===== config.mk =====
export PLATFORM = sky130hd
export DESIGN_NAME = irq_vec_arbiter
export DESIGN_NICKNAME = d
export VERILOG_FILES = /design/src/rtl/intc_pkg.sv /design/src/rtl/intc_cfg_regs.sv /design/src/rtl/intc_arbiter.sv /design/src/rtl/intc_inservice.sv /design/src/rtl/irq_vec_arbiter.sv
export SDC_FILE = /design/constraint.sdc
export NUM_CORES = 1
export LEC_CHECK = 0
export ABC_CLOCK_PERIOD_IN_PS = 17800
export BUFFER_PORTS_ARGS = -buffer_cell sky130_fd_sc_hd__buf_2
export CAP_MARGIN = 20
export CORE_MARGIN = 3
export CORE_UTILIZATION = 30
export DETAILED_ROUTE_END_ITERATION = 12
export HOLD_SLACK_MARGIN = 0.12
export PLACE_DENSITY = 0.45
export SLEW_MARGIN = 20
export SYNTH_ARGS = -nofsm -noshare
export SYNTH_HDL_FRONTEND = slang
export SYNTH_SLANG_ARGS = --single-unit

===== constraint.sdc =====
create_clock -name clk -period 17.8 [get_ports clk]
set_input_delay 2.67 -clock clk [delete_from_list [all_inputs] [get_ports clk]]
set_output_delay 2.67 -clock clk [all_outputs]
set_load 0.03 [all_outputs]

===== src/rtl/intc_pkg.sv =====
// Shared constants, register-select codes and vector mapping for the
// four-level interrupt arbiter. Assumes seven sources and six priority groups.
package intc_pkg;
    localparam int NSRC   = 7;
    localparam int NGRP   = 6;
    localparam int NLVL   = 4;
    localparam int LVLW   = $clog2(NLVL);
    localparam int IDXW   = $clog2(NSRC);
    localparam int DATA_W = 8;
    localparam int VEC_W  = 8;

    localparam int SRC_SER = 4;
    localparam int SRC_LVD = 5;
    localparam int SRC_BUS = 6;

    localparam int BIT_GLB  = 7;
    localparam int BIT_LVD  = 4;
    localparam int BIT_BUS  = 5;

    typedef enum logic [1:0] {
        SEL_EN_MAIN = 2'd0,
        SEL_EN_EXT  = 2'd1,
        SEL_PRI_LO  = 2'd2,
        SEL_PRI_HI  = 2'd3
    } cfg_sel_e;

    // Priority group used by a source: the last source shares the last group.
    function automatic int grp_of(int idx);
        return (idx >= NGRP) ? NGRP - 1 : idx;
    endfunction

    // Vector address of a source: 8-byte spacing from 0x03, second bank at 0x63.
    function automatic logic [VEC_W-1:0] vec_of(int idx);
        if (idx < SRC_LVD)
            return VEC_W'(8'h03 + 8 * idx);
        return VEC_W'(8'h63 + 8 * (idx - SRC_LVD));
    endfunction
endpackage


===== src/rtl/intc_cfg_regs.sv =====
// Configuration registers: global enable, per-source enables and the two
// priority bit planes. Write-only from the block's point of view; reserved
// bits are dropped on write.
module intc_cfg_regs
    import intc_pkg::*;
(
    input  logic              clk,
    input  logic              rst_n,
    input  logic              we,
    input  logic [1:0]        sel,
    input  logic [DATA_W-1:0] wdata,
    output logic              glb_en,
    output logic [NSRC-1:0]   src_en,
    output logic [NGRP-1:0]   pri_lo,
    output logic [NGRP-1:0]   pri_hi
);
    logic unused_rsvd;
    assign unused_rsvd = wdata[6];

    // Register update on writes, cleared by reset.
    always_ff @(posedge clk) begin
        if (!rst_n) begin
            glb_en <= 1'b0;
            src_en <= '0;
            pri_lo <= '0;
            pri_hi <= '0;
        end else if (we) begin
            case (cfg_sel_e'(sel))
                SEL_EN_MAIN: begin
                    glb_en               <= wdata[BIT_GLB];
                    src_en[SRC_SER:0]    <= wdata[SRC_SER:0];
                end
                SEL_EN_EXT: begin
                    src_en[SRC_LVD] <= wdata[BIT_LVD];
                    src_en[SRC_BUS] <= wdata[BIT_BUS];
                end
                SEL_PRI_LO: pri_lo <= wdata[NGRP-1:0];
                default:    pri_hi <= wdata[NGRP-1:0];
            endcase
        end
    end

    AST_EXT_EN_WRITE: assert property (@(posedge clk) disable iff (!rst_n)
        (we && sel == SEL_EN_EXT) |=> (src_en[SRC_BUS] == $past(wdata[BIT_BUS]) && src_en[SRC_LVD] == $past(wdata[BIT_LVD])));
    AST_NO_WRITE_STABLE: assert property (@(posedge clk) disable iff (!rst_n)
        (!we) |=> ($stable(src_en) && $stable(pri_lo) && $stable(pri_hi) && $stable(glb_en)));
endmodule


===== src/rtl/intc_arbiter.sv =====
// Combinational winner selection: masks requests by the enables, builds each
// source's 2-bit level from its group's bit pair, then picks the highest level,
// with the lowest index winning ties.
module intc_arbiter
    import intc_pkg::*;
(
    input  logic            glb_en,
    input  logic [NSRC-1:0] req,
    input  logic [NSRC-1:0] src_en,
    input  logic [NGRP-1:0] pri_lo,
    input  logic [NGRP-1:0] pri_hi,
    output logic            win_valid,
    output logic [IDXW-1:0] win_idx,
    output logic [LVLW-1:0] win_lvl
);
    logic [LVLW-1:0] lvl [NSRC];
    logic [NSRC-1:0] act;

    assign act = req & src_en & {NSRC{glb_en}};

    for (genvar s = 0; s < NSRC; s++) begin : g_lvl
        localparam int G = grp_of(s);
        assign lvl[s] = {pri_hi[G], pri_lo[G]};
    end

    // Scan from the last source down; ">=" lets lower indices take ties.
    always_comb begin
        win_valid = 1'b0;
        win_idx   = '0;
        win_lvl   = '0;
        for (int i = NSRC - 1; i >= 0; i--) begin
            if (act[i] && (!win_valid || lvl[i] >= win_lvl)) begin
                win_valid = 1'b1;
                win_idx   = IDXW'(i);
                win_lvl   = lvl[i];
            end
        end
    end
endmodule


===== src/rtl/intc_inservice.sv =====
// In-service record, one bit per level. Grants a winner only above every set
// bit; acknowledge sets the granted level, return clears the highest set bit.
// Assumes return is applied before acknowledge when both arrive together.
module intc_inservice
    import intc_pkg::*;
(
    input  logic            clk,
    input  logic            rst_n,
    input  logic            win_valid,
    input  logic [LVLW-1:0] win_lvl,
    input  logic            ack,
    input  logic            ret,
    output logic            grant
);
    logic [NLVL-1:0] isv_q;
    logic [NLVL-1:0] isv_d;
    logic [NLVL-1:0] top_oh;
    logic            blocked;

    // Blocked if any in-service level is at or above the winner's level.
    always_comb begin
        blocked = 1'b0;
        for (int l = 0; l < NLVL; l++)
            if (isv_q[l] && l >= int'(win_lvl))
                blocked = 1'b1;
    end

    assign grant = win_valid && !blocked;

    // One-hot of the highest in-service level.
    always_comb begin
        top_oh = '0;
        for (int l = 0; l < NLVL; l++)
            if (isv_q[l])
                top_oh = NLVL'(1) << l;
    end

    // Next record: pop on return, then push on acknowledge.
    always_comb begin
        isv_d = isv_q;
        if (ret)
            isv_d = isv_d & ~top_oh;
        if (ack && grant)
            isv_d = isv_d | (NLVL'(1) << win_lvl);
    end

    // Record register.
    always_ff @(posedge clk) begin
        if (!rst_n)
            isv_q <= '0;
        else
            isv_q <= isv_d;
    end

    AST_ACK_PUSHES: assert property (@(posedge clk) disable iff (!rst_n)
        (ack && grant && !ret) |=> ($countones(isv_q) == $past($countones(isv_q)) + 1));
    AST_IDLE_ACK_NOP: assert property (@(posedge clk) disable iff (!rst_n)
        (ack && !grant && !ret) |=> $stable(isv_q));
    AST_RET_POPS: assert property (@(posedge clk) disable iff (!rst_n)
        (ret && !ack && isv_q != '0) |=> ($countones(isv_q) == $past($countones(isv_q)) - 1));
    AST_RET_KEEPS_LOWER: assert property (@(posedge clk) disable iff (!rst_n)
        (ret && !ack) |=> ((isv_q & ~$past(isv_q)) == '0));
endmodule


===== src/rtl/irq_vec_arbiter.sv =====
// Top of the four-level vectored interrupt arbiter. Merges the serial
// receive/transmit flags, selects a winner and gates it with the in-service
// record. Outputs are combinational from registered state and the inputs.
module irq_vec_arbiter
    import intc_pkg::*;
(
    input  logic              clk,
    input  logic              rst_n,
    input  logic              cfg_we,
    input  logic [1:0]        cfg_sel,
    input  logic [DATA_W-1:0] cfg_wdata,
    input  logic [NSRC-1:0]   src_flag,
    input  logic              ser_tx_flag,
    input  logic              irq_ack,
    input  logic              irq_ret,
    output logic              irq_req,
    output logic [VEC_W-1:0]  irq_vector,
    output logic [LVLW-1:0]   irq_level
);
    logic            glb_en;
    logic [NSRC-1:0] src_en;
    logic [NGRP-1:0] pri_lo;
    logic [NGRP-1:0] pri_hi;
    logic [NSRC-1:0] req;
    logic            win_valid;
    logic [IDXW-1:0] win_idx;
    logic [LVLW-1:0] win_lvl;
    logic            grant;

    // Serial request is receive OR transmit.
    always_comb begin
        req          = src_flag;
        req[SRC_SER] = src_flag[SRC_SER] | ser_tx_flag;
    end

    intc_cfg_regs u_cfg (
        .clk    (clk),
        .rst_n  (rst_n),
        .we     (cfg_we),
        .sel    (cfg_sel),
        .wdata  (cfg_wdata),
        .glb_en (glb_en),
        .src_en (src_en),
        .pri_lo (pri_lo),
        .pri_hi (pri_hi)
    );

    intc_arbiter u_arb (
        .glb_en    (glb_en),
        .req       (req),
        .src_en    (src_en),
        .pri_lo    (pri_lo),
        .pri_hi    (pri_hi),
        .win_valid (win_valid),
        .win_idx   (win_idx),
        .win_lvl   (win_lvl)
    );

    intc_inservice u_isv (
        .clk       (clk),
        .rst_n     (rst_n),
        .win_valid (win_valid),
        .win_lvl   (win_lvl),
        .ack       (irq_ack),
        .ret       (irq_ret),
        .grant     (grant)
    );

    // Output drive: vector and level only while a request is offered.
    always_comb begin
        irq_req    = grant;
        irq_vector = grant ? vec_of(int'(win_idx)) : '0;
        irq_level  = grant ? win_lvl : '0;
    end

    AST_MASKED_QUIET: assert property (@(posedge clk) disable iff (!rst_n)
        (!glb_en) |-> !irq_req);
    AST_VEC_LEGAL: assert property (@(posedge clk) disable iff (!rst_n)
        irq_req |-> (irq_vector[2:0] == 3'b011 && (irq_vector < 8'h28 || irq_vector == 8'h63 || irq_vector == 8'h6B)));
    AST_IDLE_ZERO: assert property (@(posedge clk) disable iff (!rst_n)
        (!irq_req) |-> (irq_vector == '0 && irq_level == '0));
    AST_DISABLED_NEVER_WINS: assert property (@(posedge clk) disable iff (!rst_n)
        win_valid |-> src_en[win_idx]);
endmodule


==> summary.md, run 1 <==
| Metric | Value |
|---|---|
| H-tree levels | `1` |
| Synth Net Count | `244` |
| Worst Path Max Fanout | `6` |
| TritonCTS clock tree | `built` |
| Setup bufs post-CTS | `0` |
| Synth async-reset ratio | `0` |
| Final hold vios | `0` |
| Library cells used by synthesis | `56` |
| Met1 Usage GRT | `0.1868` |
| Post-DP HPWL | `3505 um` |
| Delay-heaviest family, CP | `compound AO/OA/AOI/OAI gates` |
| Seq/Total Area, Yosys | `0.2570` |
| Unrepaired setup endpoints after global routing | `false` |
| Worst r2r src | `u_cfg.src_en[5]$_SDFFE_PN0P_` |
| CP Capture Point | `irq_vector[4]` |
| Synthesized area | `0.001869 mm2` |
| First-pass GRT wire length | `7610 um` |
| CORE AREA | `about 0.006 mm2` |
| Tmin final | `12960 ps` |
| Worst endpoint required time | `15130 ps` |
| Finished Layout Cells | `around 310` |
| DR pass1 iterations | `4` |
| Max rail drop VDD | `35.85 uV` |
| Inst Count DP | `between 300 and 400` |
| Via-to-Cell Ratio | `4.901` |
| Num CTS Buffers | `3` |
| WL per Instance | `14.06 um` |
| Setup_tns | `0 ps` |
| CTS root buf | `clkbuf_8` |
| Most common cell after layout, fill and taps aside | `buf_2` |
| Worst slew pin tran | `787.6 ps` |
| Largest net degree at the start of global routing | `26` |
| Layout area overhead | `14.26%` |
| Power, Total | `about 0.00011 W` |
| Layout cells sized above 1 | `0.2343` |
| CTS Hold Buffers Added | `0` |
| Worst skew pair latency | `270 ps` |
| N_diodes | `0` |
| Crit Path Class | `primary input to output pin` |
| Die X | `84.94 um` |
| Switch share | `0.2458` |
| Core Rows | `28` |
| Post-synthesis cell count | `210` |
| R2r worst-path depth | `34` |
| Final ANT Viol Nets | `0` |
| Clock sinks | `24` |
| Clock Skews | `between 7 and 8 ps` |
| Ys Warns | `0` |
| Post-synth top area cell | `dfxtp_1` |
| Post-Route WL | `4416 um` |
| Die Y-Extent | `about 85 um` |
| Syn avg cell area | `8.901 um2` |
| Power per cell area | `50.22 mW/mm2` |
| Yosys reg bits | `24` |
| Clock transition at path regs | `80 ps` |
| Most frequent cells in the layout | `31 x buf_2, 24 x dfxtp_1, 21 x nor2b_1` |
| Crit end category | `output pin` |
| Worst slew margin | `0.4726` |
| Post-synth EDFFs | `0` |
| NumNets Final | `274` |
| FMAX | `77.13 MHz` |
| Sequential cell area | `480.5 um2` |
| Fillers | `632` |
| Psw | `about 0.000026 W` |
| Reg power frac | `0.529` |
| Via count | `1539` |
| Flop2flop setup slack | `10510 ps` |
| Slew Limit Fails | `0` |
| Crit path depth | `38` |
| Io pins | `34` |
| CTS Buffer Depth | `2` |
| Status | `complete, no violations` |
| Area share of the largest cell type after synthesis | `0.2570` |
| Buffers on Ports | `31` |
| Crit path DAT | `10290 ps` |
| Finished Cell Area | `0.002136 mm2` |
| Grt ovf | `0` |
| Hold WS | `between 500 and 600 ps` |
| Drt initial violations | `41` |
| DRC viols | `0` |
| Number of global-route vias before repair | `1517` |
| Gr busiest metal | `met2` |
| Clk pwr share | `0.350` |
| Total track usage | `0.1308` |
| Crit share post-route | `0.7283` |
| Cells resized by post-CTS repair | `0` |
| CP peak stage delay | `360 ps` |
| Initial Util | `0.3120` |
| Initial antenna violation count | `0` |
| Worst setup path startpoint | `src_flag[5]` |
| Crit path buf inv count | `3` |
| Final Setup Violations | `0` |
| Hold Crit Class | `register to register` |
| Internal power | `0.00008090 W` |
| Combinational share of power | `0.121` |
| Pleak | `0.9346 nW` |
| Max-cap viol count | `0` |
| Top post-synthesis cells by area | `dfxtp_1 26%, mux2i_1 10%, ha_1 7.4%` |
| CP max-delay cell | `mux2_2` |
| Gpl congestion | `0.7840` |
| Routing usage on met2 | `0.2064` |
| Placed inst area | `0.002081 mm2` |
| Multi-input logic area | `between 0.001 and 0.0015 mm2` |
| DIE AREA | `0.007214 mm2` |
| Most common cell on crit path | `ha_1` |
| Reg2reg end | `u_isv.isv_q[2]$_SDFF_PN0_` |
| Critical Path Start Type | `primary input` |
| Met3 Usage GRT | `0.02136` |
| Post-synth top flop | `dfxtp_1` |
==> kinds of logic after synthesis <==
| group | count (synthesis) | share of synthesized area |
|---|---|---|
| DFF | 24 | 0.2570 |
| buffers and inverters | 18 | 0.04619 |
| AOI/OAI and AO/OA | 53 | 0.2611 |
| other | 1 | 0.002006 |
| xor gates and xnor gates | 1 | 0.004686 |
| muxes | 21 | 0.1151 |
| and+or+nand+nor | 81 | 0.2403 |
| adders and majority gates | 11 | 0.07363 |
==> Yosys cell counts, types with 3 or more instances <==
cell type / instances
a21boi_0: 3
a21o_1: 6
a21oi_1: 8
and3_1: 5
buf_4: 5
dfxtp_1: 24
ha_1: 11
inv_1: 11
mux2i_1: 19
nand2_1: 12
nand2b_1: 5
nand3_1: 7
nand3b_1: 3
nor2_1: 13
nor2b_1: 21
nor3_1: 5
o211ai_1: 4
o21ai_0: 3
==> metrics by stage <==
stage | util | setup WS, ps
6_report | 0.3565 | 4836
3_5_place_dp | 0.3473 | 4767
4_1_cts | 0.3565 | 4739
3_3_place_gp | 0.3473 | 4796
2_1_floorplan | - | 5282
5_1_grt | 0.3565 | 4013
==> layout make-up <==
type                            instances  share of cell area
Multi-Input combinational cell        168              0.6098
Sequential cell                        24              0.2250
Timing Repair Buffer                   32             0.07616
Tap cell                               75             0.04394
Clock buffer                            4             0.02578
Inverter                               11             0.01933
==> power by group through the flow <==
stage | Clock [W] | Combinational, W | Sequential, W
2_1_floorplan | 0 | 0.00000831 | 0.0000575
3_3_place_gp | 0 | 0.0000131 | 0.0000579
3_5_place_dp | 0 | 0.0000132 | 0.0000579
4_1_cts | 0.0000402 | 0.0000132 | 0.0000567
5_1_grt | 0.0000411 | 0.0000147 | 0.0000570
6_report | 0.0000375 | 0.0000130 | 0.0000567
==> layer usage <==
metal,vias to the layer above,wire (um)
li1,821,-
met1,693,2289
met2,21,1972
met3,4,84
met4,0,69
met5,-,0
==> state kept, by name (all words and copies together) (netlist names) <==
name and flops:
u_cfg.pri_lo 6, u_cfg.glb_en 1, u_isv.isv_q 4, u_cfg.pri_hi 6, u_cfg.src_en 7
==> how the worst min path moves through the flow <==
stage / startpoint / to / slack [ps] / cells after the start
2_1_floorplan: u_isv.isv_q[1]$_SDFF_PN0_ / u_isv.isv_q[1]$_SDFF_PN0_ / 460 / 2
3_3_place_gp: u_isv.isv_q[3]$_SDFF_PN0_ / u_isv.isv_q[3]$_SDFF_PN0_ / 490 / 2
3_5_place_dp: u_isv.isv_q[1]$_SDFF_PN0_ / u_isv.isv_q[1]$_SDFF_PN0_ / 490 / 2
4_1_cts: u_isv.isv_q[1]$_SDFF_PN0_ / u_isv.isv_q[1]$_SDFF_PN0_ / 510 / 2
5_1_grt: u_isv.isv_q[1]$_SDFF_PN0_ / u_isv.isv_q[1]$_SDFF_PN0_ / 520 / 2
6_report: u_isv.isv_q[3]$_SDFF_PN0_ / u_isv.isv_q[3]$_SDFF_PN0_ / 500 / 2
==> tightest hold or removal path, stage by stage (launching register included) <==
cell	delay, ps
dfxtp_1	340
nand2_1	60
a21boi_1	50
Power figures use the tool's default switching activity.
==> run 2: changes to the inputs <==
--- a/config.mk
+++ b/config.mk
@@ -5,14 +5,14 @@
 export SDC_FILE = /design/constraint.sdc
 export NUM_CORES = 1
 export LEC_CHECK = 0
-export ABC_CLOCK_PERIOD_IN_PS = 17800
+export ABC_CLOCK_PERIOD_IN_PS = 10590
 export BUFFER_PORTS_ARGS = -buffer_cell sky130_fd_sc_hd__buf_2
 export CAP_MARGIN = 20
 export CORE_MARGIN = 3
 export CORE_UTILIZATION = 30
 export DETAILED_ROUTE_END_ITERATION = 12
 export HOLD_SLACK_MARGIN = 0.12
-export PLACE_DENSITY = 0.45
+export PLACE_DENSITY = 0.47
 export SLEW_MARGIN = 20
 export SYNTH_ARGS = -nofsm -noshare
 export SYNTH_HDL_FRONTEND = slang
==> constraint.sdc (replaced) <==
create_clock -name clk -period 10.59 [get_ports clk]
set_input_delay 1.5885 -clock clk [delete_from_list [all_inputs] [get_ports clk]]
set_output_delay 1.5885 -clock clk [all_outputs]
set_load 0.03 [all_outputs]
==> run 2 against run 1 <==
Effect of this change:
- final cell count up 3.2%
- clock-buffer cell count unchanged
- routed wire length rose by 4.1%
- first-iteration DRC count up 2.4%
- sequential power increased by 68%
- via count rose by 3.2%
- combinational power up 78%
- clock power grew 77%
- clock skew is 3.5 ps lower
- critical endpoint is now irq_vector[6]
- largest cell class unchanged
==> summary.md, run 2 (synthesis gave the netlist of run 1 again) <==
| Metric | Value |
|---|---|
| Finished Layout Cells | `324 (+3.2%)` |
| Worst skew pair latency | `280 ps (about the same)` |
| Total track usage | `0.1312 (+0.0004024)` |
| Status | `complete, no violations` |
| TritonCTS clock tree | `built` |
| NumNets Final | `284 (+3.6%)` |
| Most common cell on crit path | `ha_1` |
| Buffers on Ports | `31 (unchanged)` |
| Drt initial violations | `42 (+2.4%)` |
| Worst slew pin tran | `751.7 ps (-35.97 ps)` |
| First-pass GRT wire length | `7631 um (+0.28%)` |
| Final ANT Viol Nets | `0 (unchanged)` |
| Gpl congestion | `0.7791 (-0.63%)` |
| CP peak stage delay | `330 ps (-30 ps)` |
| Num CTS Buffers | `3 (unchanged)` |
| Die Y-Extent | `84.94 um (unchanged)` |
| Io pins | `34 (unchanged)` |
| Critical Path Start Type | `primary input` |
| R2r worst-path depth | `35 (+2.9%)` |
| H-tree levels | `1 (unchanged)` |
| Most common cell after layout, fill and taps aside | `buf_2` |
| Uppermost routed layer | `met4` |
| Clock transition at path regs | `90 ps (about the same)` |
| Most flops, register | `u_cfg.src_en` |
| Initial antenna violation count | `0 (unchanged)` |
| Worst endpoint required time | `9000 ps (-6130 ps)` |
| Max rail drop VDD | `37.57 uV (+4.8%)` |
| WL per Instance | `14.19 um (+0.86%)` |
| Clock Skews | `3.698 ps (-3.484 ps)` |
| Final hold vios | `0 (unchanged)` |
| Crit Path Class | `primary input to output pin` |
| Crit path DAT | `8520 ps (-1770 ps)` |
| CORE AREA | `0.005991 mm2 (unchanged)` |
| Pleak | `0.9871 nW (+5.6%)` |
| Hold depth | `2 (unchanged)` |
| Crit share post-route | `0.9544` |
| Number of global-route vias before repair | `1554 (+2.4%)` |
| Clock sinks | `24 (unchanged)` |
| Hold Crit Class | `register to register` |
| FMAX | `98.94 MHz` |
| Fillers | `633 (+0.16%)` |
| Top flop regs | `u_cfg.src_en (7), u_cfg.pri_hi (6), u_cfg.pri_lo (6)` |
| M1 WL | `2334 um (+2.0%)` |
| Worst Path Max Fanout | `5 (-1)` |
| Hold Path Origin | `u_isv.isv_q[1]$_SDFF_PN0_` |
| Worst r2r src | `u_cfg.src_en[5]$_SDFFE_PN0P_` |
| Layout area overhead | `23.76%` |
| DRC viols | `0 (unchanged)` |
| Via-to-Cell Ratio | `4.904 (about the same)` |
| Max-cap viol count | `0 (unchanged)` |
| DIE AREA | `0.007214 mm2 (unchanged)` |
| CTS Buffer Depth | `2 (unchanged)` |
| Post-Route Utilization | `0.3862 (+0.02966)` |
| Power per cell area | `79.94 mW/mm2 (+59%)` |
| Post-Route WL | `4596 um (+4.1%)` |
| Core Rows | `28 (unchanged)` |
| N_diodes | `0 (unchanged)` |
| Grt ovf | `0 (unchanged)` |
| CP max-delay cell | `or2_2` |
| Inst Count DP | `317 (+2.3%)` |
| Largest net degree at the start of global routing | `26 (unchanged)` |
| Initial Util | `0.3120 (unchanged)` |
| Final Setup Violations | `0 (unchanged)` |
| DR pass1 iterations | `4 (unchanged)` |
| Crit end category | `output pin` |
| Routed wl met2 | `2097 um (+6.3%)` |
| Layout cells sized above 1 | `0.3133 (+0.07894)` |
| Post-DP HPWL | `3499 um (-0.16%)` |
| Slew Limit Fails | `0 (unchanged)` |
| Max reg flops | `7 (unchanged)` |
| Routed length on met3 | `82 um (-2.4%)` |
| CTS Hold Buffers Added | `0 (unchanged)` |
| Worst slew margin | `0.4967 (+0.02408)` |
| Via count | `1589 (+3.2%)` |
| Worst setup path startpoint | `src_flag[5]` |
| Die X | `84.94 um (unchanged)` |
| Tmin final | `10110 ps` |
| CTS root buf | `clkbuf_8` |
| Most frequent cells in the layout | `29 x buf_2, 24 x dfxtp_1, 21 x nor2b_1` |
==> run 2: worst paths after layout <==
kind | slack [ps] | to
max | 480 | irq_vector[6]
min | 510 | u_isv.isv_q[1]$_SDFF_PN0_
max reg2reg | 3770 | u_isv.isv_q[2]$_SDFF_PN0_
min reg2reg | 510 | u_isv.isv_q[1]$_SDFF_PN0_
==> run 2: final cells by class <==
type	instances	area, um2	share of cell area
clock buffer	4	55.05	0.02380
sequential	24	480.5	0.2077
multi-input combinational	168	1400	0.6052
timing repair buffer	42	242.7	0.1049
tap	75	93.84	0.04056
inverter	11	41.29	0.01785
==> run 2: stage by stage <==
stage          worst slack [ps]  cell area (um2)  hold WS, ps  setup TNS, ps  total power, W
2_1_floorplan             234.8             1869        464.5              0       0.0001106
3_3_place_gp              125.8             2133        489.4              0       0.0001195
3_5_place_dp              98.80             2133        491.5              0       0.0001197
4_1_cts                   73.01             2188        509.7              0       0.0001872
5_1_grt                  -23.21             2313        535.3         -23.21       0.0001947
6_report                  482.5             2313        505.4              0       0.0001849
==> run 2: what timing repair did <==
action	CTS	global route
gates resized for setup	0	22
buffers inserted	0	3
hold endpoints to repair	0	0
setup endpoints to repair	0	9
==> run 2: worst max-delay path, delay by kind of cell <==
| family | cells | cell delay, ps |
|---|---|---|
| AO/OA/AOI/OAI | 15 | 2770 |
| adder cells (fa/ha/maj) | 8 | 1990 |
| buffers and inverters | 4 | 380 |
| AND/OR/NAND/NOR | 12 | 1800 |
==> run 2: routing by layer <==
layer / vias to the layer above / global-route usage
met3: 6 / 0.01650
met1: 728 / 0.1844
met2: 17 / 0.2100
met5: - / 0
met4: 0 / 0.03885
li1: 838 / -
==> run 2: where the power goes <==
| group | internal, W | leakage, nW | switching [W] |
|---|---|---|---|
| sequential | 0.0000928 | 0.195 | 0.00000268 |
| clock | 0.0000333 | 0.0288 | 0.0000329 |
| combinational | 0.0000107 | 0.764 | 0.0000125 |
| total | 0.000137 | 0.987 | 0.0000481 |
